**src/rtl/quiz_pkg.sv**
```systemverilog
package quiz_pkg;

  // Position of the lowest set bit of a one-hot/any vector, plus one; 0 if none.
  function automatic logic [31:0] onehot_to_code(input logic [31:0] oh, input int unsigned n);
    logic [31:0] res;
    res = '0;
    for (int i = 31; i >= 0; i--) begin
      if (i < int'(n) && oh[i]) res = 32'(i + 1);
    end
    return res;
  endfunction

endpackage

```
**src/rtl/quiz_press_arbiter.sv**
```systemverilog
module quiz_press_arbiter #(
  parameter int unsigned NUM_GROUPS = 4
) (
  input  logic [NUM_GROUPS-1:0] req_i,
  output logic [NUM_GROUPS-1:0] grant_o,
  output logic                  any_o
);
  // Fixed priority: lower index wins.
  assign grant_o[0] = req_i[0];
  for (genvar g = 1; g < NUM_GROUPS; g++) begin : g_pri
    assign grant_o[g] = req_i[g] & ~(|req_i[g-1:0]);
  end
  assign any_o = |req_i;
endmodule

```
**src/rtl/quiz_winner_latch.sv**
```systemverilog
module quiz_winner_latch #(
  parameter int unsigned NUM_GROUPS = 4,
  parameter int unsigned CODE_W     = 4
) (
  input  logic                  clk_i,
  input  logic                  rst_i,
  input  logic                  capture_i,
  input  logic [NUM_GROUPS-1:0] grant_i,
  output logic                  locked_o,
  output logic [CODE_W-1:0]     code_o
);
  import quiz_pkg::*;

  logic [CODE_W-1:0] code_next;
  assign code_next = CODE_W'(onehot_to_code(32'(grant_i), NUM_GROUPS));

  always_ff @(posedge clk_i) begin
    if (rst_i) begin
      locked_o <= 1'b0;
      code_o   <= '0;
    end else if (capture_i) begin
      locked_o <= 1'b1;
      code_o   <= code_next;
    end
  end
endmodule

```
**src/rtl/quiz_lamp_bank.sv**
```systemverilog
module quiz_lamp_bank #(
  parameter int unsigned NUM_GROUPS = 4
) (
  input  logic                  clk_i,
  input  logic                  rst_i,
  input  logic                  capture_i,
  input  logic [NUM_GROUPS-1:0] grant_i,
  output logic [NUM_GROUPS-1:0] lamp_o
);
  for (genvar g = 0; g < NUM_GROUPS; g++) begin : g_lamp
    always_ff @(posedge clk_i) begin
      if (rst_i)          lamp_o[g] <= 1'b0;
      else if (capture_i) lamp_o[g] <= grant_i[g];
    end
  end
endmodule

```
**src/rtl/quiz_first_press.sv**
```systemverilog
module quiz_first_press #(
  parameter int unsigned NUM_GROUPS = 4,
  parameter int unsigned CODE_W     = 4
) (
  input  logic                  clk_i,
  input  logic                  rst_i,
  input  logic                  start_permit_i,
  input  logic [NUM_GROUPS-1:0] btn_i,
  output logic                  start_lamp_o,
  output logic [NUM_GROUPS-1:0] group_lamp_o,
  output logic [CODE_W-1:0]     winner_code_o
);
  logic [NUM_GROUPS-1:0] grant;
  logic                  any_press;
  logic                  locked;
  logic                  capture_evt;

  quiz_press_arbiter #(.NUM_GROUPS(NUM_GROUPS)) arb_i (
    .req_i   (btn_i),
    .grant_o (grant),
    .any_o   (any_press)
  );

  assign capture_evt = start_permit_i & ~locked & any_press;

  quiz_winner_latch #(.NUM_GROUPS(NUM_GROUPS), .CODE_W(CODE_W)) latch_i (
    .clk_i     (clk_i),
    .rst_i     (rst_i),
    .capture_i (capture_evt),
    .grant_i   (grant),
    .locked_o  (locked),
    .code_o    (winner_code_o)
  );

  quiz_lamp_bank #(.NUM_GROUPS(NUM_GROUPS)) lamps_i (
    .clk_i     (clk_i),
    .rst_i     (rst_i),
    .capture_i (capture_evt),
    .grant_i   (grant),
    .lamp_o    (group_lamp_o)
  );

  always_ff @(posedge clk_i) begin
    if (rst_i) start_lamp_o <= 1'b0;
    else       start_lamp_o <= start_permit_i;
  end
endmodule

```
**config.mk**
```make
export PLATFORM = sky130hd
export DESIGN_NAME = quiz_first_press
export DESIGN_NICKNAME = d
export VERILOG_FILES = /design/src/rtl/quiz_pkg.sv /design/src/rtl/quiz_press_arbiter.sv /design/src/rtl/quiz_winner_latch.sv /design/src/rtl/quiz_lamp_bank.sv /design/src/rtl/quiz_first_press.sv
export SDC_FILE = /design/constraint.sdc
export NUM_CORES = 1
export LEC_CHECK = 0
export BUFFER_PORTS_ARGS = -buffer_cell sky130_fd_sc_hd__buf_2
export CAP_MARGIN = 30
export CORE_AREA = 3 3 40 42
export CTS_BUF_LIST = sky130_fd_sc_hd__clkbuf_16
export DETAILED_ROUTE_END_ITERATION = 10
export DIE_AREA = 0 0 43 45
export PLACE_DENSITY_LB_ADDON = 0.15
export SYNTH_ARGS = -nofsm -noshare
export SYNTH_HDL_FRONTEND = slang
export SYNTH_SLANG_ARGS = --single-unit
```
**constraint.sdc**
```tcl
create_clock -name clk_i -period 1.1 [get_ports clk_i]
set_input_delay 0.11 -clock clk_i [delete_from_list [all_inputs] [get_ports clk_i]]
set_output_delay 0.11 -clock clk_i [all_outputs]
set_load 0.03 [all_outputs]
```
==> impl_metrics.ini <==
[global_routing]
grt_overflow_total = 0
grt_antenna_before_repair = 0
grt_first_pass_wirelength_um = 1545
grt_start_max_net_pins = 9
global_route.usage.total_pct = 11.34
grt_pass1_vias = 343

[run]
cap_violations = 0

[yosys]
synthDominantCellAreaShare_pct = 47.37
area_share_of_fa_ha_maj_cells_after_synthesis_pct = 0
ys_ff_latch = 9
largest_family_of_logic_cells_by_synthesized_area = simple AND/OR/NAND/NOR gates
mappedNetlistArea_um2 = 380.4
synthDominantAreaCellType = sky130_fd_sc_hd__dfxtp_1
yosysWarnings = 0
synthTopCellsByArea = sky130_fd_sc_hd__dfxtp_1, sky130_fd_sc_hd__a21oi_1, sky130_fd_sc_hd__o21ai_0
synth_fp_nets = 51
synthXorXnorAreaFrac_pct = 0
synth.avg_cell_area_um2 = 8.645
simple_gate_share_of_the_synthesized_area_pct = 26.32
synthMuxAreaShare_pct = 0
synth-compound-area-share_pct = 21.38
syn-instance-count = 44
synth.lib_cells_used.distinct = 19
synth_sequential_area_ratio_pct = 47.37

[place]
dp.final_hpwl_um = 677.3
detailedPlace.worstSlack_ps = 6.605
globalplace.congestion = 0.7001
placed_cells = 75
numPortBuffers = 14

[clock_tree]
cts_repair_resize_count = 0
cts_tree = done
cts-htree-levels = 1
cts.clk_slew.worst_paths_ps = 40
numClockSinks = 9
clock-root-buffer = sky130_fd_sc_hd__clkbuf_16
clock_path_buffers = 2
cts-buffers-inserted = 3
cts_setup_buffers = 0
post_cts_hold_buffer_count = 0
clk_latency_ps = 230

[floorplan]
die_area_um2 = 1935
fp.dieW_um = 43
initial_utilization_pct = 29.60
placeable_area_um2 = 1285
floorplan.die.height_um = 45
pin_count = 16
placementRows = 13

[sta]
grt_setup_unrepaired = false
max_clock_freq_mhz = 968.9
final_clock_period_utilization_by_the_worst_path_pct = 93.83
finalSetupTns_ps = 0
finalWorstPathRequiredPeriod_ps = 1032
fin_skew_ps = 0.8389
timing.final.hold_violations = 0
slew_violations = 0
report.final.setup_viol = 0
whs_ps = 152.4
final_worst_path_setup_slack_ps = 67.89

[route]
routed_wl_um = 850
initialDrtViolationCount = 3
ant_nets = 0
post_detailed_route_drc_marker_count = 0
routed-via-count = 357
vias_per_cell = 4.519
routed_wire_length_per_instance_um = 10.76
drtPass1Iterations = 3

[cells_and_area]
final_cell_count_without_fillers = 79
n_antenna_cell = 0
final_common_cell = sky130_fd_sc_hd__buf_2
flow.area_growth_from_synthesis_pct = 49.67
layout_cells_sized_above_1_pct = 37.50
multi_input_gate_area_in_the_final_layout_um2 = 187.7
fillerInstances = 141
final_nets = 72
commonest_non_fill_non_tap_cells_in_the_layout = sky130_fd_sc_hd__buf_2, sky130_fd_sc_hd__dfxtp_1, sky130_fd_sc_hd__a21oi_1, sky130_fd_sc_hd__o21ai_0
seqCellArea_um2 = 180.2

[worst_hold_path]
min_path_type = primary input to register
hold_depth = 3

[setup_path]
critical_path_buf_inv_count = 0
critical_path_cell_count = 3
crit_path_max_delay_family = simple AND/OR/NAND/NOR gates
worstSetupPathType = register to register
crit_path_max_incr_delay_ps = 340
crit_required_ps = 1270
worstSetupEndpointType = register
worst-r2r-cell-count = 3
worst_path_max_delay_cell = sky130_fd_sc_hd__or3_1
path_cells = nand2b_1 > or3_1 > a21oi_1
worst_setup_path_start_kind = register
cp_data_arrival_time_ps = 1200
critical_path_peak_fanout = 4

[power_and_ir_drop]
total_power_uw = 1113
power_leakage_uw = 0.0002674
vdd_ir_drop_max_v = 0.001002
power_density_normalized_to_cell_area_nw_per_um2 = 1956

[status]
outcome = finished clean
-- Yosys cell counts (all sizes together) --
library cell  number
buf                1
nor4               1
conb               1
or3                2
and2               1
a32o               1
nand3b             1
nand2b             1
o21a               2
nor4b              1
clkbuf             1
or4                1
nor2b              3
inv                1
nor2               4
o21ai              5
a21oi              6
nand2              2
dfxtp              9
-- per-layer routing --
layer	vias up	share of wire (%)	global-route usage [%]	wire length (µm)
met5	-	0	0	0
met4	0	3.4	10.84	29
met3	3	10	5.179	86
met2	13	41	14.37	347
met1	147	46	13.80	387
li1	194	-	-	-
-- power breakdown --
| part | switching (µW) | leakage [µW] | internal, µW |
|---|---|---|---|
| clock network | 153 | 0.0000423 | 474 |
| registers | 8.12 | 0.0000739 | 346 |
| logic | 80.8 | 0.000151 | 51.2 |
| total | 242 | 0.000267 | 871 |
-- state kept, by name (all words and copies together) (netlist names) --
register and flops:
latch_i.code_o 3, lamps_i.lamp_o 4, start_lamp_o 1, latch_i.locked_o 1
-- per-stage QoR --
stage	utilization [%]	cell area, µm²
6_report	44.30	569.3
5_1_grt	44.30	569.3
4_1_cts	44.11	566.8
3_5_place_dp	37.97	488.0
3_3_place_gp	37.97	488.0
2_1_floorplan	-	380.4
-- kinds of logic after synthesis --
group,count (synthesis)
flip-flops,9
AND/OR/NAND/NOR,17
AO/OA/AOI/OAI,14
other,1
buffers and inverters,3
-- final cells by class --
| cell class | instances | area share (%) |
|---|---|---|
| flip-flops and latches | 9 | 31.65 |
| multi-input cells | 32 | 32.97 |
| inverters | 1 | 0.6593 |
| well taps | 15 | 3.297 |
| repair buffers | 18 | 17.58 |
| clock buffers | 3 | 13.19 |
| clock inverters | 1 | 0.6593 |
-- final timing paths --
kind,to,from,slack [ps]
setup / recovery,latch_i.code_o[1]$_SDFFE_PP0P_,latch_i.locked_o$_SDFFE_PP0P_,70
hold / removal,latch_i.locked_o$_SDFFE_PP0P_,start_permit_i,150
setup reg to reg,latch_i.code_o[1]$_SDFFE_PP0P_,latch_i.locked_o$_SDFFE_PP0P_,70
hold reg to reg,lamps_i.lamp_o[3]$_SDFFE_PP0P_,lamps_i.lamp_o[3]$_SDFFE_PP0P_,460
-- worst register-to-register path: cells and delay by family (launching register included) --
| kind | cells | cell delay (ps) |
|---|---|---|
| compound gates | 1 | 130 |
| simple gates | 2 | 500 |
| flops | 1 | 330 |
Note: power is estimated with default switching activity, not from simulation.
